File: config.mk
export PLATFORM = sky130hd
export DESIGN_NAME = rstseq_ctrl
export DESIGN_NICKNAME = d
export VERILOG_FILES = /design/src/rtl/rstseq_pkg.sv /design/src/rtl/rstseq_req_arb.sv /design/src/rtl/rstseq_timer.sv /design/src/rtl/rstseq_cfg_cap.sv /design/src/rtl/rstseq_ctrl.sv
export SDC_FILE = /design/constraint.sdc
export NUM_CORES = 1
export LEC_CHECK = 0
export ABC_AREA = 1
export ABC_CLOCK_PERIOD_IN_PS = 2800
export BUFFER_PORTS_ARGS = -buffer_cell sky130_fd_sc_hd__buf_2
export CAP_MARGIN = 10
export CORE_UTILIZATION = 52
export CTS_CLUSTER_DIAMETER = 150
export DETAILED_ROUTE_END_ITERATION = 16
export PLACE_DENSITY = 0.79
export SLEW_MARGIN = 10
export SYNTH_ARGS = -nofsm -noshare
export SYNTH_HDL_FRONTEND = slang
export SYNTH_SLANG_ARGS = --single-unit
File: constraint.sdc
create_clock -name clk -period 2.8 [get_ports clk]
set_input_delay 0.14 -clock clk [delete_from_list [all_inputs] [get_ports clk]]
set_output_delay 0.14 -clock clk [all_outputs]
set_load 0.01 [all_outputs]
File: src/rtl/rstseq_pkg.sv
package rstseq_pkg;

  localparam int NUM_SRC      = 4;
  localparam int SRC_CLK      = 0;
  localparam int SRC_LOCK     = 1;
  localparam int SRC_WDOG     = 2;
  localparam int SRC_JTAG     = 3;
  localparam int DELAY_CYCLES = 4;

  typedef enum logic [2:0] {
    ST_IDLE,
    ST_ASSERT,
    ST_WAIT_REL,
    ST_COUNT,
    ST_SAMPLE,
    ST_DELAY,
    ST_RELEASE
  } seq_state_e;

  // keep only the lowest set bit: lowest index has highest rank
  function automatic logic [NUM_SRC-1:0] pick_cause(input logic [NUM_SRC-1:0] req);
    return req & (~req + NUM_SRC'(1));
  endfunction

  // a phase of length L lasts max(L,1) cycles; counter starts at 1
  function automatic logic phase_done(input int unsigned cnt, input int unsigned len);
    int unsigned eff;
    eff = (len == 0) ? 1 : len;
    return cnt >= eff;
  endfunction

endpackage

File: src/rtl/rstseq_req_arb.sv
module rstseq_req_arb
  import rstseq_pkg::*;
(
  input  logic               req_clk_loss,
  input  logic               clk_loss_rst_en,
  input  logic               req_lock_loss,
  input  logic               req_wdog_dbg,
  input  logic               jtag_en,
  input  logic               jtag_rst_instr,
  output logic [NUM_SRC-1:0] acc_vec,
  output logic [NUM_SRC-1:0] win_vec,
  output logic               any_acc
);

  always_comb begin
    acc_vec           = '0;
    acc_vec[SRC_CLK]  = req_clk_loss & clk_loss_rst_en;
    acc_vec[SRC_LOCK] = req_lock_loss;
    acc_vec[SRC_WDOG] = req_wdog_dbg;
    acc_vec[SRC_JTAG] = jtag_en & jtag_rst_instr;
  end

  assign win_vec = pick_cause(acc_vec);
  assign any_acc = |acc_vec;

endmodule

File: src/rtl/rstseq_timer.sv
module rstseq_timer
  import rstseq_pkg::*;
#(
  parameter int CNT_W = 8
) (
  input  logic             clk,
  input  logic             rst_n,
  input  logic             clear,
  input  logic             run,
  input  logic [CNT_W-1:0] limit,
  output logic [CNT_W-1:0] cnt_q,
  output logic             done
);

  localparam logic [CNT_W-1:0] ONE = CNT_W'(1);

  assign done = phase_done(32'(cnt_q), 32'(limit));

  always_ff @(posedge clk or negedge rst_n) begin
    if (!rst_n)            cnt_q <= ONE;
    else if (clear)        cnt_q <= ONE;
    else if (run && !done) cnt_q <= cnt_q + ONE;
  end

  // while running, the counter never passes the effective phase length
  a_r5_cnt_bound: assert property (@(posedge clk) disable iff (!rst_n)
    (run && !clear && $stable(limit)) |-> (32'(cnt_q) <= ((limit == '0) ? 32'd1 : 32'(limit))));

endmodule

File: src/rtl/rstseq_cfg_cap.sv
module rstseq_cfg_cap #(
  parameter int W = 4
) (
  input  logic         clk,
  input  logic         rst_n,
  input  logic         load,
  input  logic [W-1:0] d,
  output logic [W-1:0] q
);

  always_ff @(posedge clk or negedge rst_n) begin
    if (!rst_n)    q <= '0;
    else if (load) q <= d;
  end

endmodule

File: src/rtl/rstseq_ctrl.sv
module rstseq_ctrl
  import rstseq_pkg::*;
#(
  parameter int CNT_W  = 8,
  parameter int WAKE_W = 4,
  parameter int PLL_W  = 2,
  parameter int BOOT_W = 6
) (
  input  logic              clk,
  input  logic              rst_n,
  input  logic [CNT_W-1:0]  wait_n,
  input  logic              req_lock_loss,
  input  logic              req_clk_loss,
  input  logic              clk_loss_rst_en,
  input  logic              req_wdog_dbg,
  input  logic              jtag_en,
  input  logic              jtag_rst_instr,
  input  logic              jtag_rstout_lvl,
  input  logic [WAKE_W-1:0] wake_cfg_in,
  input  logic [PLL_W-1:0]  pll_cfg_in,
  input  logic [BOOT_W-1:0] boot_cfg_pins,
  output logic              int_rst,
  output logic              rst_out,
  output logic [WAKE_W-1:0] wake_cfg_q,
  output logic [PLL_W-1:0]  pll_cfg_q,
  output logic [BOOT_W-1:0] boot_cfg_q,
  output logic [3:0]        rst_status
);

  localparam logic [CNT_W-1:0] DLY_LEN = CNT_W'(DELAY_CYCLES);

  seq_state_e         state_q, state_d;
  logic [NUM_SRC-1:0] acc_vec, win_vec, cause_q, status_q;
  logic               any_acc;
  logic [CNT_W-1:0]   tmr_cnt, tmr_limit;
  logic               tmr_done, tmr_clear, tmr_run;

  // named internal events
  logic ev_accept, ev_release_go, ev_sample, ev_status_wr, restartable;

  rstseq_req_arb u_arb (
    .req_clk_loss    (req_clk_loss),
    .clk_loss_rst_en (clk_loss_rst_en),
    .req_lock_loss   (req_lock_loss),
    .req_wdog_dbg    (req_wdog_dbg),
    .jtag_en         (jtag_en),
    .jtag_rst_instr  (jtag_rst_instr),
    .acc_vec         (acc_vec),
    .win_vec         (win_vec),
    .any_acc         (any_acc)
  );

  assign restartable = (state_q == ST_IDLE)  || (state_q == ST_COUNT) ||
                       (state_q == ST_SAMPLE) || (state_q == ST_DELAY) ||
                       (state_q == ST_RELEASE);
  assign ev_accept     = restartable && any_acc;
  assign ev_release_go = (state_q == ST_WAIT_REL) && !any_acc;
  assign ev_sample     = (state_q == ST_SAMPLE);
  assign ev_status_wr  = (state_q == ST_DELAY) && tmr_done && !any_acc;

  always_comb begin
    state_d = state_q;
    unique case (state_q)
      ST_IDLE, ST_RELEASE: state_d = any_acc ? ST_ASSERT : ST_IDLE;
      ST_ASSERT:           state_d = ST_WAIT_REL;
      ST_WAIT_REL:         state_d = any_acc ? ST_WAIT_REL : ST_COUNT;
      ST_COUNT:            state_d = any_acc ? ST_ASSERT : (tmr_done ? ST_SAMPLE : ST_COUNT);
      ST_SAMPLE:           state_d = any_acc ? ST_ASSERT : ST_DELAY;
      ST_DELAY:            state_d = any_acc ? ST_ASSERT : (tmr_done ? ST_RELEASE : ST_DELAY);
      default:             state_d = ST_IDLE;
    endcase
  end

  always_ff @(posedge clk or negedge rst_n) begin
    if (!rst_n) begin
      state_q  <= ST_IDLE;
      cause_q  <= '0;
      status_q <= '0;
    end else begin
      state_q <= state_d;
      if (ev_accept)    cause_q  <= win_vec;
      if (ev_status_wr) status_q <= cause_q;
    end
  end

  // one shared timer: count phase uses wait_n, delay phase uses the fixed length
  assign tmr_limit = (state_q == ST_DELAY) ? DLY_LEN : wait_n;
  assign tmr_run   = (state_q == ST_COUNT) || (state_q == ST_DELAY);
  assign tmr_clear = ev_release_go || (ev_sample && !any_acc);

  rstseq_timer #(.CNT_W(CNT_W)) u_tmr (
    .clk   (clk),
    .rst_n (rst_n),
    .clear (tmr_clear),
    .run   (tmr_run),
    .limit (tmr_limit),
    .cnt_q (tmr_cnt),
    .done  (tmr_done)
  );

  rstseq_cfg_cap #(.W(WAKE_W)) u_wake (
    .clk (clk), .rst_n (rst_n), .load (ev_accept), .d (wake_cfg_in), .q (wake_cfg_q)
  );

  rstseq_cfg_cap #(.W(PLL_W)) u_pll (
    .clk (clk), .rst_n (rst_n), .load (ev_accept), .d (pll_cfg_in), .q (pll_cfg_q)
  );

  rstseq_cfg_cap #(.W(BOOT_W)) u_boot (
    .clk (clk), .rst_n (rst_n), .load (ev_sample), .d (boot_cfg_pins), .q (boot_cfg_q)
  );

  assign int_rst    = (state_q != ST_IDLE) && (state_q != ST_RELEASE);
  assign rst_out    = cause_q[SRC_JTAG] ? (int_rst & jtag_rstout_lvl) : int_rst;
  assign rst_status = status_q;

  // at most one cause recorded
  a_r7_status_onehot: assert property (@(posedge clk) disable iff (!rst_n)
    $onehot0(rst_status));

  // status moves only as reset is released
  a_r7_status_at_release: assert property (@(posedge clk) disable iff (!rst_n)
    !$stable(rst_status) |-> (state_q == ST_RELEASE));

  // idle plus accepted request gives reset on the next cycle
  a_r2_req_asserts: assert property (@(posedge clk) disable iff (!rst_n)
    (state_q == ST_IDLE && any_acc) |=> (int_rst && rst_out == (cause_q[SRC_JTAG] ? jtag_rstout_lvl : 1'b1)));

  // wake-up configuration taken from the accepting edge
  a_r3_wake_capture: assert property (@(posedge clk) disable iff (!rst_n)
    (state_q == ST_IDLE && any_acc) |=> (wake_cfg_q == $past(wake_cfg_in)));

  // no release while any accepted request persists
  a_r4_hold_while_req: assert property (@(posedge clk) disable iff (!rst_n)
    (state_q == ST_WAIT_REL && any_acc) |=> (state_q == ST_WAIT_REL));

  // the sample cycle is followed by the fixed delay
  a_r6_sample_then_delay: assert property (@(posedge clk) disable iff (!rst_n)
    (ev_sample && !any_acc) |=> (state_q == ST_DELAY && tmr_cnt == CNT_W'(1)));

  // late request restarts the sequence
  a_r9_restart: assert property (@(posedge clk) disable iff (!rst_n)
    ((state_q == ST_COUNT || state_q == ST_SAMPLE || state_q == ST_DELAY) && any_acc)
      |=> (state_q == ST_ASSERT));

  // recorded cause is a single source after acceptance
  a_r8_single_cause: assert property (@(posedge clk) disable iff (!rst_n)
    ev_accept |=> $onehot(cause_q));

endmodule

# Word-level counts from Yosys, hierarchy flattened
# Index checks and enable logic that the tools add are counted.
[totals] out_inout_bits=18 ff_bits=31 input_bits=29
[op_classes] n_eq_ne=7 add_sub_neg=2 n_reduce_logical=21 muxes=13 magnitude_cmp=1 n_bitwise=5
[ops] op="$ge 8x32->1" count=1
[ops] op="$mux 8" count=4
[ops] op="$pmux 3 s6" count=1
[ops] op="$mux 3" count=4
[ops] op="$eq 3x3->1 const B" count=3
[ops] op="$add 8x1->8 const B" count=1
[ops] op="$logic_not 8->1" count=1
[ops] op="$logic_and 1x1->1" count=7
[ops] op="$eq 3x2->1 const B" count=2
[ops] op="$logic_or 1x1->1" count=6
[ops] op="$add 4x1->4 const B" count=1
[ops] op="$and 4x4->4" count=1
[ops] op="$not 4->4" count=1
[ops] op="$reduce_or 4->1" count=1
[ops] op="$and 1x1->1" count=3
[ops] op="$eq 3x1->1 const B" count=1
[ops] op="$logic_not 3->1" count=1
[ops] op="$mux 1" count=3
[ops] op="$ne 3x3->1 const B" count=1
[ops] op="$reduce_bool 3->1" count=1
[ops] op="$logic_not 1->1" count=2
[ops] op="$mux 2" count=1
[ops] op="$reduce_bool 2->1" count=1
[ops] op="$reduce_or 2->1" count=1

# Depth between registers and ports, before layout
[depth] word_depth=9 mapped_depth=16 ltp_nobuf=16

# By module
# A second synthesis with hierarchy kept.
[hier_totals] hier_cells=267 hier_area_um2=1934.4
[by_module_without_submodules] mod="rstseq_timer" seq_area_each_um2=201.4 cells_each=113 area_per_inst_um2=774.5 instances=1
[by_module_without_submodules] mod="rstseq_ctrl" seq_area_each_um2=275.3 cells_each=88 area_per_inst_um2=639.4 instances=1
[by_module_without_submodules] mod="rstseq_cfg_cap at u_boot" seq_area_each_um2=150.1 cells_each=25 area_per_inst_um2=221.5 instances=1
[by_module_without_submodules] mod="rstseq_cfg_cap at u_wake" seq_area_each_um2=100.1 cells_each=17 area_per_inst_um2=148.9 instances=1
[by_module_without_submodules] mod="rstseq_cfg_cap at u_pll" seq_area_each_um2=50.0 cells_each=9 area_per_inst_um2=76.3 instances=1
[by_module_without_submodules] mod="rstseq_req_arb" seq_area_each_um2=0.0 cells_each=15 area_per_inst_um2=73.8 instances=1

# Worst setup path after synthesis
# Ideal clock, no wire load.
[synth_path] path_type="flip-flop to flip-flop" start="reg state_q[2]" end="reg state_q[1]" path_buffers=1 period_less_slack_ps=2258 t_required_ps=2671 arrival_time_ps=2129 path_slack_ps=542 setup_time_ps=129 path_stages_with_launch=15 cell_sequence="dfrtp_1 -> buf_6 -> nand3_2 -> inv_1 -> or2_2 -> o31ai_1 -> ha_1 -> nand2_1 -> nor2_1 -> nor2_1 -> nand2_1 -> nand2_1 -> nand2_1 -> nand3_1 -> nand3b_1"
[synth_via] elab_chain_len=8 elab_cells_between_ends=17 classes_between="1 x order compare; 6 x eq/ne; 7 x mux; 3 x reduce/logical"
[synth_lines] element="start: declaration" line_no="rstseq_ctrl.sv:32" rtl="seq_state_e state_q, state_d;"
[synth_lines] element="start signal: assignment" line_no="rstseq_ctrl.sv:80" rtl="state_q <= state_d;"
[synth_lines] element="$eq 3x3->1" line_no="rstseq_ctrl.sv:63, rstseq_ctrl.sv:87"
[synth_lines] element="$mux 8" line_no="rstseq_ctrl.sv:87" rtl="assign tmr_limit = (state_q == ST_DELAY) ? DLY_LEN : wait_n;"
[synth_lines] element="$logic_not 8->1" line_no="rstseq_pkg.sv:28" rtl="eff = (len == 0) ? 1 : len;"
[synth_lines] element="$mux 8" line_no="rstseq_pkg.sv:28"
[synth_lines] element="$ge 8x32->1" line_no="rstseq_pkg.sv:29" rtl="return cnt >= eff;"
[synth_lines] element="$mux 2 or $mux 3 (tied branches)" line_no="rstseq_ctrl.sv:69, rstseq_ctrl.sv:67"
[synth_lines] element="$mux 3 (on tied branches)" line_no="rstseq_ctrl.sv:69, rstseq_ctrl.sv:67"
[synth_lines] element="$pmux 3 s6 *" line_no="rstseq_ctrl.sv:63" rtl="unique case (state_q)"
[synth_lines] element="named net state_d[1]" line_no="rstseq_ctrl.sv:32"
# The timed path passes the listed nets; every way through them passes the cells marked *.
# A chain may end at the register's enable or synchronous reset.

# Worst setup path in the final report
[layout_path] start="reg state_q[1]" end="reg state_q[1]"
# The elaborated chain is that of the path after synthesis.

==> impl_metrics.csv <==
group,metric,value,unit
status,outcome,"finished, final reports clean",
yosys,ys_types,31,
run,max_cap_violations,0,
drt,wirelength,3.614,mm
power,p_leak,1.231,nW
placed_design,port_buffers,46,
drt,firstDrtPassIters,4,
global_route,grt_pass1_wl,6.368,mm
setup_path,worst_setup_path_start_kind,"flip-flop",
power,vdd_drop_max,0.3361,mV
drt,dr.first_iter.drc_count,69,
global_route,grt_max_degree,32,
placed_design,dp_hpwl,2.797,mm
setup_path,cp.required,3000,ps
setup_path,cp-end-kind,"flip-flop",
timing,hold_ws,13.66,ps
placed_design,place_inst,323,
clock_network,cts.sinks,31,
timing,rsz0062_at_grt,"false",
clock_network,clk_path_buf_depth,2,
cells_and_area,final_cell_mix,"nand2_1, buf_2, dfrtp_1, nand3_1, inv_1",
timing,tightest_slew,730.0,ps
clock_network,cts_root_buf,"clkbuf_4",
timing,fmax,394.0,MHz
timing,final.setup.tns,0,ps
floorplan,dieArea,3694,µm²
clock_network,h-tree-depth,2,
floorplan,start_util,56.98,%
floorplan,fp.dieW,60.78,µm
yosys,ys_ff_latch,31,
placed_design,place_area,2059,µm²
clock_network,cts_hold_buf,5,
setup_path,r2r_cells,14,
hold_path,min_to,"u_boot.q[0]$_DFFE_PN0N_",
setup_path,cp_max_fo,9,
yosys,synth_top_area_share,41.78,%
cells_and_area,layout-drive-gt1-share,23.29,%
floorplan,die-height,60.78,µm
setup_path,ff2ff_setup_slack,260,ps
hold_path,whs_path_depth,3,
cells_and_area,num_antenna_cells,0,
yosys,syn-cell-area,1797,µm²
hold_path,min_from,"boot_cfg_pins[0]",
clock_network,cts_buffers,5,
yosys,syn_avg_cell_area,7.646,µm²
yosys,ys_warn_count,0,
clock_network,tritoncts,"done",
cells_and_area,design_area,2160,µm²
timing,min_period,2538,ps
timing,hold_viol,0,
cells_and_area,layoutNonFillerInstCount,336,
global_route,antenna_found_initial,0,
floorplan,core_region_area,3153,µm²
cells_and_area,post-route-util,68.49,%
global_route,track_usage,23.61,%
setup_path,cp.arrival,2740,ps
cells_and_area,layout_commonest_cell,"nand2_1",
drt,viasPerCell,4.815,
yosys,syn-num-nets,273,
timing,setup_violations,0,
drt,drc,0,
clock_network,clk-insertion-delay-late,330,ps
clock_network,post_cts_buffers,0,
hold_path,hp-class,"primary input to flip-flop",
setup_path,rr_endpoint,"state_q[1]$_DFF_PN0_",
cells_and_area,layout.nets,329,
floorplan,placement_rows,20,
power,cellPowerDensity,714.6,nW/µm²
yosys,synthCells,235,
drt,avgRoutedWirePerCell,10.76,µm
timing,fin_crit_sh,90.65,%
global_route,grt_pass1_vias,1544,
yosys,yosysTopAreaCell,"dfrtp_1",
cells_and_area,area_delta_synth_final,20.19,%
clock_network,clkTransAtPathRegs,90,ps
setup_path,reg2reg_from,"state_q[1]$_DFF_PN0_",
yosys,synth_area_leaders,"dfrtp_1, nand2_1, ha_1",
timing,relSlewSlack,51.15,%
placed_design,place_congestion,0.8443,
setup_path,crit_type,"flip-flop to flip-flop",
timing,drv_slew,0,
yosys,seq_area_frac_synth,43.25,%
timing,finClkSkew,5.822,ps
drt,ant_nets,0,
global_route,gr-total-overflow,0,
floorplan,io_pins,47,
clock_network,post_cts_resized,0,
drt,vias,1618,
-- cell usage after synthesis (all sizes together) --
cell type	n
a21o	1
a21oi	3
buf	3
clkinv	1
dfrtp	30
dfstp	1
ha	9
inv	21
nand2	101
nand3	22
nand3b	1
nand4	6
nor2	19
nor3	2
o21a	1
o21ai	8
o31ai	1
or2	1
xnor2	2
xor2	2
-- cell families (layout without fill, tap and decap cells) --
family                     after synthesis  in the layout  share of synthesized area [%]
DFF                                     31             31                          43.25
buffers and inverters                   25             82                          6.268
AOI/OAI and AO/OA                       14             14                          5.990
xor gates and xnor gates                 4              4                          1.950
and+or+nand+nor                        152            152                          36.28
adders and majority gates                9              9                          6.268
-- area by class of cell --
cell class | instances | area (µm²)
timing repair buffer | 52 | 287.8
multi-input combinational | 179 | 907.1
sequential | 31 | 777.0
clock buffer | 7 | 45.04
clock inverter | 1 | 5.005
fill | 296 | 993.5
tap | 44 | 55.05
inverter | 22 | 82.58
-- worst max path at each step --
| stage | startpoint | endpoint | slack, ps |
|---|---|---|---|
| finish | state_q[1]$_DFF_PN0_ | state_q[1]$_DFF_PN0_ | 260 |
| global route | state_q[1]$_DFF_PN0_ | state_q[1]$_DFF_PN0_ | 60 |
| CTS | state_q[1]$_DFF_PN0_ | state_q[1]$_DFF_PN0_ | 310 |
| detailed placement | state_q[1]$_DFF_PN0_ | state_q[1]$_DFF_PN0_ | 320 |
| global placement | state_q[0]$_DFF_PN0_ | state_q[1]$_DFF_PN0_ | 390 |
| floorplan | state_q[2]$_DFF_PN0_ | state_q[1]$_DFF_PN0_ | 540 |
-- registers in the layout, indices dropped and copies added, names as in the netlist --
signal       flops
state_q          3
u_wake.q         4
cause_q          4
u_boot.q         6
rst_status       4
u_tmr.cnt_q      8
u_pll.q          2
-- where the power goes --
part	internal, mW	switching, mW
Sequential	0.567	0.0927
Combinational	0.244	0.401
Clock	0.0976	0.140
Total	0.909	0.634
-- per-layer routing --
layer	GRT usage, %	part of all wire (%)	up-vias
met3	6.610	4.5	5
met4	7.468	0.91	0
li1	-	-	866
met1	29.80	47	709
met2	39.40	47	38
met5	0	0	-
-- per-stage QoR --
stage | worst slack [ps] | power [mW]
finish | 261.7 | 1.543
global route | 57.35 | 1.699
CTS | 305.6 | 1.556
detailed placement | 319.4 | 1.309
global placement | 392.8 | 1.293
floorplan | 542.0 | 1.136
-- worst max-delay path, stage by stage, from the launching register on --
cell,delay [ps]
dfrtp_1,410
inv_1,70
nand3_2,140
inv_1,140
or2_2,310
o31ai_1,210
ha_1,270
nand2_1,60
nor2_1,40
nor2_1,110
nand2_1,60
nand2_1,120
nand2_1,170
nand3_1,210
nand3b_1,120
Note: power is estimated with default switching activity, not from simulation.
